**src/rtl/evt_irq_pkg.sv**
```systemverilog
`timescale 1ns/1ps
// Package: shared types for the event capture and interrupt controller.
// Assumes: nothing beyond IEEE 1800-2017.
package evt_irq_pkg;

    // Phase of the interrupt sequencer.
    typedef enum logic [1:0] {
        PH_LIVE = 2'd0,   // irq follows the enabled latched events
        PH_READ = 2'd1,   // read open, irq frozen
        PH_GAP  = 2'd2    // forced-low window after a read
    } irq_phase_t;

endpackage

```
**src/rtl/evt_latch.sv**
```systemverilog
`timescale 1ns/1ps
// Module: evt_latch
// Sticky event register plus snapshot buffer. On snap_take the register is
// copied to the buffer and cleared on the same edge; pulses in that cycle are
// written into the cleared register.
// Assumes: evt_pulse bits are single-cycle pulses synchronous to clk.
module evt_latch #(
    parameter int N_EVT = 12
) (
    input  logic             clk,
    input  logic             rst_n,
    input  logic [N_EVT-1:0] evt_pulse,
    input  logic             snap_take,
    output logic [N_EVT-1:0] evt_q,
    output logic [N_EVT-1:0] snap_q
);

    // Latch events, and snapshot-and-clear on an accepted read start.
    always_ff @(posedge clk) begin
        if (!rst_n) begin
            evt_q  <= '0;
            snap_q <= '0;
        end else begin
            evt_q <= (snap_take ? '0 : evt_q) | evt_pulse;
            if (snap_take) begin
                snap_q <= evt_q;
            end
        end
    end

endmodule

```
**src/rtl/evt_mask.sv**
```systemverilog
`timescale 1ns/1ps
// Module: evt_mask
// Holds the interrupt enable mask, written as two words. The low word enables
// events WORD_W-1..0; the low HI_W bits of the high word enable the rest.
// Assumes: WORD_W < N_EVT <= 2*WORD_W.
module evt_mask #(
    parameter int N_EVT  = 12,
    parameter int WORD_W = 8
) (
    input  logic              clk,
    input  logic              rst_n,
    input  logic              wr_lo,
    input  logic              wr_hi,
    input  logic [WORD_W-1:0] wdata,
    output logic [N_EVT-1:0]  mask_q
);

    localparam int HI_W = N_EVT - WORD_W;

    logic [WORD_W-1:0] lo_q;

    // Low mask word register.
    always_ff @(posedge clk) begin
        if (!rst_n) begin
            lo_q <= '0;
        end else if (wr_lo) begin
            lo_q <= wdata;
        end
    end

    generate
        if (HI_W > 0) begin : g_hi
            logic [HI_W-1:0] hi_q;

            // High mask word register; data bits above HI_W are dropped.
            always_ff @(posedge clk) begin
                if (!rst_n) begin
                    hi_q <= '0;
                end else if (wr_hi) begin
                    hi_q <= wdata[HI_W-1:0];
                end
            end

            assign mask_q = {hi_q, lo_q};
        end else begin : g_lo_only
            logic unused_hi;
            assign unused_hi = wr_hi;
            assign mask_q    = lo_q[N_EVT-1:0];
        end
    endgenerate

endmodule

```
**src/rtl/irq_gen.sv**
```systemverilog
`timescale 1ns/1ps
// Module: irq_gen
// Read sequencer and interrupt output. Outside a read, irq follows pending one
// cycle late. During a read irq is frozen; read end forces irq low for
// LOW_CYCLES cycles before it follows pending again.
// Assumes: LOW_CYCLES >= 1; rd_start and rd_end are single-cycle pulses.
module irq_gen
    import evt_irq_pkg::*;
#(
    parameter int LOW_CYCLES = 100
) (
    input  logic clk,
    input  logic rst_n,
    input  logic pending,
    input  logic rd_start,
    input  logic rd_end,
    output logic snap_take,
    output logic busy,
    output logic gap_active,
    output logic irq
);

    localparam int CNT_W = $clog2(LOW_CYCLES + 1);

    irq_phase_t       phase;
    logic [CNT_W-1:0] gap_cnt;
    logic             irq_q;

    // Sequence read phases, count the low window, and drive irq.
    always_ff @(posedge clk) begin
        if (!rst_n) begin
            phase   <= PH_LIVE;
            gap_cnt <= '0;
            irq_q   <= 1'b0;
        end else begin
            case (phase)
                PH_LIVE: begin
                    irq_q <= pending;
                    if (rd_start) begin
                        phase <= PH_READ;
                    end
                end
                PH_READ: begin
                    if (rd_end) begin
                        irq_q   <= 1'b0;
                        gap_cnt <= CNT_W'(LOW_CYCLES - 1);
                        phase   <= PH_GAP;
                    end
                end
                PH_GAP: begin
                    if (gap_cnt == '0) begin
                        irq_q <= pending;
                        phase <= rd_start ? PH_READ : PH_LIVE;
                    end else if (rd_start) begin
                        gap_cnt <= '0;
                        phase   <= PH_READ;
                    end else begin
                        gap_cnt <= gap_cnt - CNT_W'(1);
                    end
                end
                default: phase <= PH_LIVE;
            endcase
        end
    end

    // A read start is accepted whenever no read is open.
    assign snap_take  = rd_start && (phase != PH_READ);
    assign busy       = (phase == PH_READ);
    assign gap_active = (phase == PH_GAP) && (gap_cnt != '0);
    assign irq        = irq_q;

endmodule

```
**src/rtl/evt_irq_ctrl.sv**
```systemverilog
`timescale 1ns/1ps
// Module: evt_irq_ctrl (top)
// Event capture and interrupt controller: sticky event register, two-word
// enable mask, snapshot-and-clear read with a post-read interrupt low window.
// Assumes: WORD_W < N_EVT <= 2*WORD_W, LOW_CYCLES >= 1, synchronous inputs.
module evt_irq_ctrl #(
    parameter int N_EVT      = 12,
    parameter int WORD_W     = 8,
    parameter int LOW_CYCLES = 100
) (
    input  logic              clk,
    input  logic              rst_n,
    input  logic [N_EVT-1:0]  evt_pulse,
    input  logic              mask_lo_wr,
    input  logic              mask_hi_wr,
    input  logic [WORD_W-1:0] mask_wdata,
    input  logic              rd_start,
    input  logic              rd_end,
    output logic [N_EVT-1:0]  snap_data,
    output logic              irq
);

    logic [N_EVT-1:0] evt_q;
    logic [N_EVT-1:0] mask_q;
    logic             pending;
    logic             snap_take;
    logic             busy;
    logic             gap_active;

    evt_latch #(.N_EVT(N_EVT)) u_latch (
        .clk       (clk),
        .rst_n     (rst_n),
        .evt_pulse (evt_pulse),
        .snap_take (snap_take),
        .evt_q     (evt_q),
        .snap_q    (snap_data)
    );

    evt_mask #(.N_EVT(N_EVT), .WORD_W(WORD_W)) u_mask (
        .clk    (clk),
        .rst_n  (rst_n),
        .wr_lo  (mask_lo_wr),
        .wr_hi  (mask_hi_wr),
        .wdata  (mask_wdata),
        .mask_q (mask_q)
    );

    // Any latched event that is also enabled requests the interrupt.
    assign pending = |(evt_q & mask_q);

    irq_gen #(.LOW_CYCLES(LOW_CYCLES)) u_irq (
        .clk        (clk),
        .rst_n      (rst_n),
        .pending    (pending),
        .rd_start   (rd_start),
        .rd_end     (rd_end),
        .snap_take  (snap_take),
        .busy       (busy),
        .gap_active (gap_active),
        .irq        (irq)
    );

endmodule

```
**config.mk**
```make
export PLATFORM = sky130hd
export DESIGN_NAME = evt_irq_ctrl
export DESIGN_NICKNAME = d
export VERILOG_FILES = /design/src/rtl/evt_irq_pkg.sv /design/src/rtl/evt_latch.sv /design/src/rtl/evt_mask.sv /design/src/rtl/irq_gen.sv /design/src/rtl/evt_irq_ctrl.sv
export SDC_FILE = /design/constraint.sdc
export NUM_CORES = 1
export LEC_CHECK = 0
export ABC_CLOCK_PERIOD_IN_PS = 1900
export CELL_PAD_IN_SITES_DETAIL_PLACEMENT = 0
export CELL_PAD_IN_SITES_GLOBAL_PLACEMENT = 2
export CORE_MARGIN = 2
export CORE_UTILIZATION = 31
export CTS_BUF_LIST = sky130_fd_sc_hd__clkbuf_4 sky130_fd_sc_hd__clkbuf_8
export DETAILED_ROUTE_END_ITERATION = 8
export PLACE_DENSITY_LB_ADDON = 0.1
export SYNTH_ARGS = -nofsm -noshare
export SYNTH_HDL_FRONTEND = slang
export SYNTH_SLANG_ARGS = --single-unit
export TNS_END_PERCENT = 100
```
**constraint.sdc**
```tcl
create_clock -name clk -period 1.9 [get_ports clk]
set_clock_uncertainty 0.15 [all_clocks]
set_input_delay 0.38 -clock clk [delete_from_list [all_inputs] [get_ports clk]]
set_output_delay 0.38 -clock clk [all_outputs]
set_load 0.005 [all_outputs]
```
==> summary.md, run 1 <==
| Metric | Value |
|---|---|
| Status | `finished, final reports clean` |
| Synthesized flop and latch total | `46` |
| Die H | `80.7 um` |
| Post-DR wirelength/cell | `14.1 um` |
| Worst Hold Class | `reg -> reg` |
| Initial antenna violation count | `0` |
| Leak | `1.00 nW` |
| Startpoint types | `register` |
| Crit path DAT | `1850 ps` |
| Grt ovf | `0` |
| Most numerous cell in the Yosys netlist | `dfxtp_1` |
| Netlist cell types | `37` |
| Yosys warns | `0` |
| Most area-consuming cells after synthesis | `dfxtp_1, a21oi_1, mux2i_1` |
| Fin crit share | `0.950` |
| Die W | `80.7 um` |
| Dpl hpwl | `3400 um` |
| Worst R2R Path Depth | `4` |
| Worst setup margin | `95.0 ps` |
| Gate Count Post-Synth | `204` |
| Total Wirelength | `4510 um` |
| Area leader, netlist | `dfxtp_1` |
| DR vias | `1578` |
| RePlAce Congestion | `0.838` |
| Layout area overhead | `32.9%` |
| EDFF count, synth | `0` |
| Nets | `275` |
| Post-synth ARST share | `0` |
| Post-Syn Nets | `232` |
| Max-cap violation count | `0` |
| Unrepaired setup endpoints after global routing | `no` |
| Root buf cell | `clkbuf_8` |
| PD cells | `849 mW/mm^2` |
| Router iterations before antenna repair | `6` |
| H-Tree Depth | `2` |
| Sequential area share after synthesis | `0.504` |
| Slew HR | `0.717` |
| Row cnt | `27` |
| Fmax | `554 MHz` |
| Inserted Diodes | `0` |
| Final-report hold violation count | `0` |
| Worst-path fanout max | `8` |
| Max-slew violations | `0` |
| Overall routing resource usage | `0.152` |
| Antenna-violating nets left | `0` |
| Netlist Area Pre-Place | `0.00183 mm^2` |
| Clock sinks | `46` |
| Yosys top cell area share | `0.504` |
| FF-to-FF End | `u_irq.gap_cnt[5]$_SDFFE_PN0P_` |
| Min Tclk post-route | `1800 ps` |
| Design Power | `2.06 mW` |
| First-pass GRT wire length | `7600 um` |
| Core Area | `0.00561 mm^2` |
| Fill cells | `580` |
| CTS Buffer Depth | `2` |
| Hold Path Cell Cnt | `2` |
| Kind of critical path | `reg -> reg` |
| Avg Vias per Cell | `4.93` |
| Worst hold path startpoint | `u_latch.snap_q[3]$_SDFFE_PN0P_` |
| Initial DRC count | `56` |
| Share of cells above drive strength 1 | `0.105` |
| Initial Utilization | `0.326` |
| Maximum VDD drop | `0.326 mV` |
| Critical path data required time | `1950 ps` |
| Final setup vio count | `0` |
| DP Worst Slack | `63.7 ps` |
| Vias in the first global route | `1624` |
| Ports | `39` |
| CTS tree | `done` |
| Commonest cells post-synth | `dfxtp_1, nand2_1, a21oi_1` |
| CTS buffer count | `5` |
| Critical path endpoint category | `register` |
| Hold EP | `u_latch.snap_q[3]$_SDFFE_PN0P_` |
| Worst r2r src | `u_irq.gap_cnt[2]$_SDFFE_PN0P_` |
| Die ar. | `0.00652 mm^2` |
| IO Port Bufs | `38` |
| CTS resizes | `0` |
| Clk_lat worst skew | `300 ps` |
| Hold slack | `311 ps` |
| Avg Cell Area, Syn | `8.95 um^2` |
| Largest net degree at the start of global routing | `23` |
| Hold_buf cts | `0` |
| Worst-Margin Slew | `425 ps` |
| Main synth FF type | `dfxtp_1` |
| Drc violations | `0` |
| Clk slew on worst S/H paths | `90 ps` |
| Setup TNS | `0 ps` |
| Setup bufs post-CTS | `0` |
| Setup slack, reg-to-reg | `100 ps` |
stage by stage:
stage | area (um^2) | cells | util
2_1_floorplan | 1830 | 204 | -
3_3_place_gp | 2320 | 312 | 0.413
3_5_place_dp | 2320 | 312 | 0.413
4_1_cts | 2430 | 320 | 0.433
5_1_grt | 2430 | 320 | 0.433
6_report | 2430 | 320 | 0.433
layer usage:
layer,track usage,share of wire,wire [um]
met1,0.164,0.41,1870
met2,0.279,0.53,2380
met3,0.0444,0.041,183
met4,0.0559,0.018,80
met5,0,0,0
where the power goes:
group          leakage, nW  switching (mW)  internal (mW)
Combinational        0.566           0.124          0.153
Clock               0.0579           0.331          0.387
Sequential           0.379          0.0440           1.02
Total                 1.00           0.499           1.56
worst max-delay path, cell delays in order (launching register included):
cell	delay [ps]
dfxtp_1	390
nor4_4	450
a311o_2	340
nand2_1	140
o211a_1	230
registers in the layout, summed over array words and instances (netlist names):
| signal | cells |
|---|---|
| u_irq.gap_cnt | 7 |
| u_mask.lo_q | 8 |
| u_irq.phase | 2 |
| u_latch.evt_q | 12 |
| u_mask.g_hi.hi_q | 4 |
| u_irq.irq | 1 |
| u_latch.snap_q | 12 |
area by class of cell:
cell class	instances	area, um^2	share of cell area
Tap cell	72	90.1	0.0371
Clock inverter	3	40.0	0.0165
Multi-Input combinational cell	139	828	0.341
Timing Repair Buffer	47	448	0.185
Clock buffer	5	68.8	0.0284
Sequential cell	46	921	0.380
Inverter	8	30.0	0.0124
cells by family (layout without fill, tap and decap cells):
| logic type | count (synthesis) | in the layout | synth area share |
|---|---|---|---|
| fa+ha+maj | 2 | 2 | 0.0137 |
| buf+inv | 19 | 63 | 0.0418 |
| flops | 46 | 46 | 0.504 |
| mux | 13 | 13 | 0.0713 |
| simple gates | 69 | 69 | 0.167 |
| compound gates | 55 | 55 | 0.202 |
worst max-delay path by stage:
stage,slack [ps],to,start
4_1_cts,120,u_irq.gap_cnt[5]$_SDFFE_PN0P_,u_irq.gap_cnt[2]$_SDFFE_PN0P_
6_report,100,u_irq.gap_cnt[5]$_SDFFE_PN0P_,u_irq.gap_cnt[2]$_SDFFE_PN0P_
2_1_floorplan,300,u_irq.gap_cnt[3]$_SDFFE_PN0P_,u_irq.gap_cnt[0]$_SDFFE_PN0P_
3_3_place_gp,90,u_irq.gap_cnt[3]$_SDFFE_PN0P_,rd_start
5_1_grt,10,u_irq.gap_cnt[3]$_SDFFE_PN0P_,u_irq.gap_cnt[1]$_SDFFE_PN0P_
3_5_place_dp,60,u_irq.gap_cnt[3]$_SDFFE_PN0P_,rst_n
layout by cell type (no fill, tap or decap), types with 3 or more instances in the layout:
cell type	instances
nand2_1	30
mux2i_1	13
a221oi_1	3
a21oi_1	29
buf_4	9
nor2_1	27
dfxtp_1	46
and3_1	3
inv_1	6
a22o_1	3
clkdlybuf4s50_1	38
clkbuf_8	5
Note: power is estimated with default switching activity, not from simulation.
==> inputs of run 2 (changes only) <==
- CORE_MARGIN: 2 -> 10
==> summary.md, run 2 (synthesis gave the netlist of run 1 again) <==
| Metric | Value |
|---|---|
| Status | `finished, final reports clean (unchanged)` |
| Row cnt | `27 (unchanged)` |
| Critical path endpoint category | `register (unchanged)` |
| Nets | `274 (was 275)` |
| CTS tree | `done (unchanged)` |
| First-pass GRT wire length | `8290 um (was 7600 um)` |
| Largest regs | `u_latch.evt_q: 12 flops, u_latch.snap_q: 12 flops, u_mask.lo_q: 8 flops (unchanged)` |
| CTS resizes | `0 (unchanged)` |
| Dpl hpwl | `3690 um (was 3400 um)` |
| Setup bufs post-CTS | `0 (unchanged)` |
| Worst Hold Class | `reg -> reg (unchanged)` |
| Drc violations | `0 (unchanged)` |
| Antenna-violating nets left | `0 (unchanged)` |
| Inserted Diodes | `0 (unchanged)` |
| Power share of the combinational group | `0.145 (was 0.134)` |
| Initial antenna violation count | `0 (unchanged)` |
| Cell Int Power | `1.46 mW (was 1.56 mW)` |
| DR vias | `1599 (was 1578)` |
| Crit path DAT | `1870 ps (was 1850 ps)` |
| Startpoint types | `register (unchanged)` |
| Die W | `96.7 um (was 80.7 um)` |
| RePlAce Congestion | `0.801 (was 0.838)` |
| Clock group share of total power | `0.305 (was 0.349)` |
| Layout area overhead | `31.7% (was 32.9%)` |
| Worst-Margin Slew | `482 ps (was 425 ps)` |
| Leading cell types in the layout, fill and taps excluded | `dfxtp_1, clkdlybuf4s50_1, nand2_1, a21oi_1, nor2_1 (unchanged)` |
| Crit path cell chain | `inv_1 -> ha_1 -> a311oi_2 -> nor3_1 -> a211o_1 (was nor4_4 -> a311o_2 -> nand2_1 -> o211a_1)` |
| Maximum VDD drop | `0.318 mV (was 0.326 mV)` |
| CTS Buffer Depth | `2 (unchanged)` |
| Router iterations before antenna repair | `4 (was 6)` |
| Initial DRC count | `105 (was 56)` |
| IO Port Bufs | `38 (unchanged)` |
| Grt ovf | `0 (unchanged)` |
| Post-DR wirelength/cell | `15.5 um (was 14.1 um)` |
| Switching share of power | `0.248 (was 0.242)` |
| Design Power | `1.94 mW (was 2.06 mW)` |
| Setup TNS | `0 ps (unchanged)` |
| Total Wirelength | `4900 um (was 4510 um)` |
| CP peak stage delay | `470 ps (was 450 ps)` |
| Slowest stage cell, crit path | `a311oi_2 (was nor4_4)` |
| Critical path data required time | `1930 ps (was 1950 ps)` |
| Overall routing resource usage | `0.106 (was 0.152)` |
| Die H | `96.7 um (was 80.7 um)` |
| Initial Utilization | `0.326 (unchanged)` |
| Hold_buf cts | `0 (unchanged)` |
| Final-report hold violation count | `0 (unchanged)` |
| Avg Vias per Cell | `5.04 (was 4.93)` |
| Ports | `39 (unchanged)` |
| CTS buffer count | `5 (unchanged)` |
| Max-slew violations | `0 (unchanged)` |
| Most common cell after layout, fill and taps aside | `dfxtp_1 (unchanged)` |
| Min Tclk post-route | `1840 ps (was 1800 ps)` |
| Fmax | `544 MHz (was 554 MHz)` |
| NetSw | `0.481 mW (was 0.499 mW)` |
| Clock sinks | `46 (unchanged)` |
| Worst setup margin | `62.7 ps (was 95.0 ps)` |
| Leak | `0.988 nW (was 1.00 nW)` |
| Final core occ | `0.429 (was 0.433)` |
| Worst-path fanout max | `6 (was 8)` |
| Root buf cell | `clkbuf_8 (unchanged)` |
| Largest net degree at the start of global routing | `26 (was 23)` |
| Flop pwr share | `0.550 (was 0.517)` |
| Vias in the first global route | `1724 (was 1624)` |
| H-Tree Depth | `2 (unchanged)` |
| DP Worst Slack | `61.5 ps (was 63.7 ps)` |
| Core Area | `0.00561 mm^2 (unchanged)` |
| Share of cells above drive strength 1 | `0.0939 (was 0.105)` |
| Slew HR | `0.678 (was 0.717)` |
| Clk slew on worst S/H paths | `80 ps (was 90 ps)` |
| PD cells | `806 mW/mm^2 (was 849 mW/mm^2)` |
| Max-cap violation count | `0 (unchanged)` |
| Kind of critical path | `reg -> reg (unchanged)` |
| Clk_lat worst skew | `290 ps (was 300 ps)` |
| Die ar. | `0.00936 mm^2 (was 0.00652 mm^2)` |
| Unrepaired setup endpoints after global routing | `no (unchanged)` |
| Final setup vio count | `0 (unchanged)` |
| Fin crit share | `0.967 (was 0.950)` |
==> run 2: cell count changes in the layout (fill, tap and decap cells not counted), sizes merged <==
cell | before | now
bufinv | 1 | 0
buf | 9 | 8
clkbuf | 5 | 6
clkinv | 2 | 0
==> run 2: metrics by stage <==
| stage | area, um^2 | hold WS (ps) | std cells |
|---|---|---|---|
| floorplan | 1830 | 295 | 204 |
| global placement | 2320 | 296 | 311 |
| detailed placement | 2320 | 298 | 311 |
| CTS | 2400 | 309 | 317 |
| global route | 2400 | 335 | 317 |
| finish | 2400 | 308 | 317 |
==> run 2: path summary, 6_finish.rpt <==
| kind | slack (ps) | startpoint | to | cells past startpoint |
|---|---|---|---|---|
| worst max-delay path | 60 | u_irq.gap_cnt[0]$_SDFFE_PN0P_ | u_irq.gap_cnt[3]$_SDFFE_PN0P_ | 5 |
| worst min register to register | 310 | u_latch.snap_q[10]$_SDFFE_PN0P_ | u_latch.snap_q[10]$_SDFFE_PN0P_ | 2 |
| worst max register to register | 60 | u_irq.gap_cnt[0]$_SDFFE_PN0P_ | u_irq.gap_cnt[3]$_SDFFE_PN0P_ | 5 |
| worst min-delay path | 310 | u_latch.snap_q[10]$_SDFFE_PN0P_ | u_latch.snap_q[10]$_SDFFE_PN0P_ | 2 |
==> run 2: area by class of cell <==
type | instances | area, um^2
fillers | 585 | 3200
flip-flops and latches | 46 | 921
multi-input cells | 139 | 828
repair buffers | 46 | 453
well taps | 72 | 90.1
clock buffers | 6 | 82.6
inverters | 8 | 30.0
==> run 2: worst max-delay path, delay by kind of cell, from the launching register on <==
kind,cells,cell delay [ps]
compound gates,2,770
flops,1,370
fa+ha+maj,1,230
simple gates,1,110
buf+inv,1,90
==> run 2: power by group through the flow <==
stage | clock, mW | combinational [mW] | sequential [mW]
2_1_floorplan | 0 | 0.151 | 1.07
3_3_place_gp | 0 | 0.278 | 1.09
3_5_place_dp | 0 | 0.283 | 1.09
4_1_cts | 0.617 | 0.284 | 1.07
5_1_grt | 0.658 | 0.313 | 1.07
6_report | 0.592 | 0.281 | 1.07
==> run 2: metal layers <==
metal	wire length (um)	track usage	share of wire	up-vias
li1	-	-	-	794
met1	1970	0.106	0.40	762
met2	2650	0.199	0.54	38
met3	227	0.0376	0.046	5
met4	53	0.0304	0.011	0
met5	0	0	0	-
==> inputs of run 3 (changes only) <==
- ABC_CLOCK_PERIOD_IN_PS: 1900 -> 1700
- clock period: 1.9 -> 1.7 ns (I/O delays scaled with it)
==> summary.md, run 3 (synthesis gave the netlist of run 1 again) <==
| Metric | Value |
|---|---|
| Status | `finished, final reports clean (unchanged)` |
| Worst path top cell family by delay | `compound AO/OA/AOI/OAI gates (unchanged)` |
| Fmax | `595 MHz (was 544 MHz)` |
| Clk_lat worst skew | `300 ps (was 290 ps)` |
| Max-cap violation count | `0 (unchanged)` |
| Worst-path fanout max | `4 (was 6)` |
| Dpl cell area | `0.00241 mm^2 (was 0.00232 mm^2)` |
| Root buf cell | `clkbuf_8 (unchanged)` |
| Largest regs | `u_latch.evt_q: 12 flops, u_latch.snap_q: 12 flops, u_mask.lo_q: 8 flops (unchanged)` |
| Initial DRC count | `36 (was 105)` |
| Final setup vio count | `0 (unchanged)` |
| Leading cell types in the layout, fill and taps excluded | `dfxtp_1, clkdlybuf4s50_1, a21oi_1, nand2_1, nor2_1 (was dfxtp_1, clkdlybuf4s50_1, nand2_1, a21oi_1, nor2_1)` |
| Max-slew violations | `0 (unchanged)` |
| Fin crit share | `0.989 (was 0.967)` |
| Worst hold path startpoint | `u_latch.snap_q[3]$_SDFFE_PN0P_ (was u_latch.snap_q[10]$_SDFFE_PN0P_)` |
| PD cells | `912 mW/mm^2 (was 806 mW/mm^2)` |
| Initial antenna violation count | `0 (unchanged)` |
| Critical path endpoint category | `register (unchanged)` |
| Non-Filler Instances | `331 (was 317)` |
| Ports | `39 (unchanged)` |
| Worst R2R Path Depth | `5 (unchanged)` |
| Most common cell after layout, fill and taps aside | `dfxtp_1 (unchanged)` |
| Vias in the first global route | `1709 (was 1724)` |
| Overall routing resource usage | `0.104 (was 0.106)` |
| Largest net degree at the start of global routing | `26 (unchanged)` |
| Worst Hold Class | `reg -> reg (unchanged)` |
| IO Port Bufs | `38 (unchanged)` |
| RePlAce Congestion | `0.820 (was 0.801)` |
| CP bufs+invs | `1 (unchanged)` |
| Placed cell count | `321 (was 311)` |
| Antenna-violating nets left | `0 (unchanged)` |
| Hold EP | `u_latch.snap_q[3]$_SDFFE_PN0P_ (was u_latch.snap_q[10]$_SDFFE_PN0P_)` |
| Min Tclk post-route | `1680 ps (was 1840 ps)` |
| FF-to-FF End | `u_irq.gap_cnt[4]$_SDFFE_PN0P_ (was u_irq.gap_cnt[3]$_SDFFE_PN0P_)` |
| Clock sinks | `46 (unchanged)` |
| Final-report hold violation count | `0 (unchanged)` |
| Dpl hpwl | `3730 um (was 3690 um)` |
| Unrepaired setup endpoints after global routing | `yes (was no)` |
| Final core occ | `0.456 (was 0.429)` |
| Row cnt | `27 (unchanged)` |
| Startpoint types | `register (unchanged)` |
| Router iterations before antenna repair | `4 (unchanged)` |
| Leak | `1.09 nW (was 0.988 nW)` |
| Core Area | `0.00561 mm^2 (unchanged)` |
| Critical path origin | `u_irq.gap_cnt[2]$_SDFFE_PN0P_ (was u_irq.gap_cnt[0]$_SDFFE_PN0P_)` |
| Hold slack | `307 ps (was 308 ps)` |
| Clk slew on worst S/H paths | `90 ps (was 80 ps)` |
| Share of cells above drive strength 1 | `0.170 (was 0.0939)` |
| CTS Buffer Depth | `2 (unchanged)` |
| Avg Vias per Cell | `4.95 (was 5.04)` |
| Inserted Diodes | `0 (unchanged)` |
| Crit path cell chain | `nor4_4 -> a311oi_2 -> buf_4 -> o211ai_1 -> o22ai_1 (was inv_1 -> ha_1 -> a311oi_2 -> nor3_1 -> a211o_1)` |
| Setup TNS | `0 ps (unchanged)` |
| Slowest stage cell, crit path | `nor4_4 (was a311oi_2)` |
| Slew HR | `0.770 (was 0.678)` |
| Maximum VDD drop | `0.371 mV (was 0.318 mV)` |
| Initial Utilization | `0.326 (unchanged)` |
| Crit path DAT | `1710 ps (was 1870 ps)` |
| CP peak stage delay | `350 ps (was 470 ps)` |
| Grt ovf | `0 (unchanged)` |
| Kind of critical path | `reg -> reg (unchanged)` |
| Drc violations | `0 (unchanged)` |
| CTS tree | `done (unchanged)` |
| Die H | `96.7 um (unchanged)` |
| Worst r2r src | `u_irq.gap_cnt[2]$_SDFFE_PN0P_ (was u_irq.gap_cnt[0]$_SDFFE_PN0P_)` |
| Post-DR wirelength/cell | `14.6 um (was 15.5 um)` |
| Critical path data required time | `1730 ps (was 1930 ps)` |
| Total Wirelength | `4820 um (was 4900 um)` |
| First-pass GRT wire length | `8180 um (was 8290 um)` |
| Worst-Margin Slew | `344 ps (was 482 ps)` |
| DR vias | `1637 (was 1599)` |
| Setup slack, reg-to-reg | `20 ps (was 60 ps)` |
| H-Tree Depth | `2 (unchanged)` |
| Die W | `96.7 um (unchanged)` |
| Nets | `286 (was 274)` |
| Hold Path Cell Cnt | `2 (unchanged)` |
| CTS buffer count | `5 (unchanged)` |
| Layout area overhead | `40.2% (was 31.7%)` |
| Die ar. | `0.00936 mm^2 (unchanged)` |
| Hold_buf cts | `0 (unchanged)` |
| Final instance area | `0.00256 mm^2 (was 0.00240 mm^2)` |
[run 3: worst max-delay path by stage]
| stage | to | slack, ps | cells after the start |
|---|---|---|---|
| floorplan | u_irq.gap_cnt[3]$_SDFFE_PN0P_ | 100 | 5 |
| global placement | u_irq.gap_cnt[4]$_SDFFE_PN0P_ | -80 | 4 |
| detailed placement | u_irq.gap_cnt[3]$_SDFFE_PN0P_ | -90 | 4 |
| CTS | u_irq.gap_cnt[4]$_SDFFE_PN0P_ | 6 | 5 |
| global route | u_irq.gap_cnt[4]$_SDFFE_PN0P_ | -60 | 5 |
| finish | u_irq.gap_cnt[4]$_SDFFE_PN0P_ | 20 | 5 |
[run 3: layer usage]
layer	up-vias	global-route usage	routed length, um
li1	823	-	-
met1	776	0.105	1930
met2	31	0.193	2630
met3	7	0.0319	186
met4	0	0.0383	65
met5	-	0	0
[run 3: power by group]
part           leakage, nW  switching [mW]  internal (mW)  total [mW]
logic                0.651           0.149          0.194       0.343
registers            0.381          0.0483           1.14        1.19
clock network       0.0579           0.367          0.433       0.800
total                 1.09           0.565           1.77        2.33
[run 3: final cells by class]
type                       instances  area, um^2
multi-input combinational        139         846
clock buffer                       5        68.8
fill                             583        3050
timing repair buffer              58         558
inverter                           8        30.0
clock inverter                     3        40.0
tap                               72        90.1
sequential                        46         926
[run 3: worst register-to-register path: cells and delay by family (launching register included)]
family	cells	cell delay, ps
AND/OR/NAND/NOR	1	350
flip-flops	1	340
buffers and inverters	1	170
AO/OA/AOI/OAI	3	540
[run 3: what timing repair did]
item / 4_1_cts / 5_1_grt
endpoints found under the setup margin: 2 / 9
pin swaps: 1 / 2
buffers inserted: 1 / 1
gates resized for setup: 3 / 5
[run 3: metrics by stage]
| step | power, mW | setup WS (ps) |
|---|---|---|
| CTS | 2.37 | 5.77 |
| global placement | 1.55 | -79.6 |
| floorplan | 1.37 | 98.0 |
| detailed placement | 1.55 | -85.0 |
| finish | 2.33 | 18.4 |
| global route | 2.46 | -64.7 |
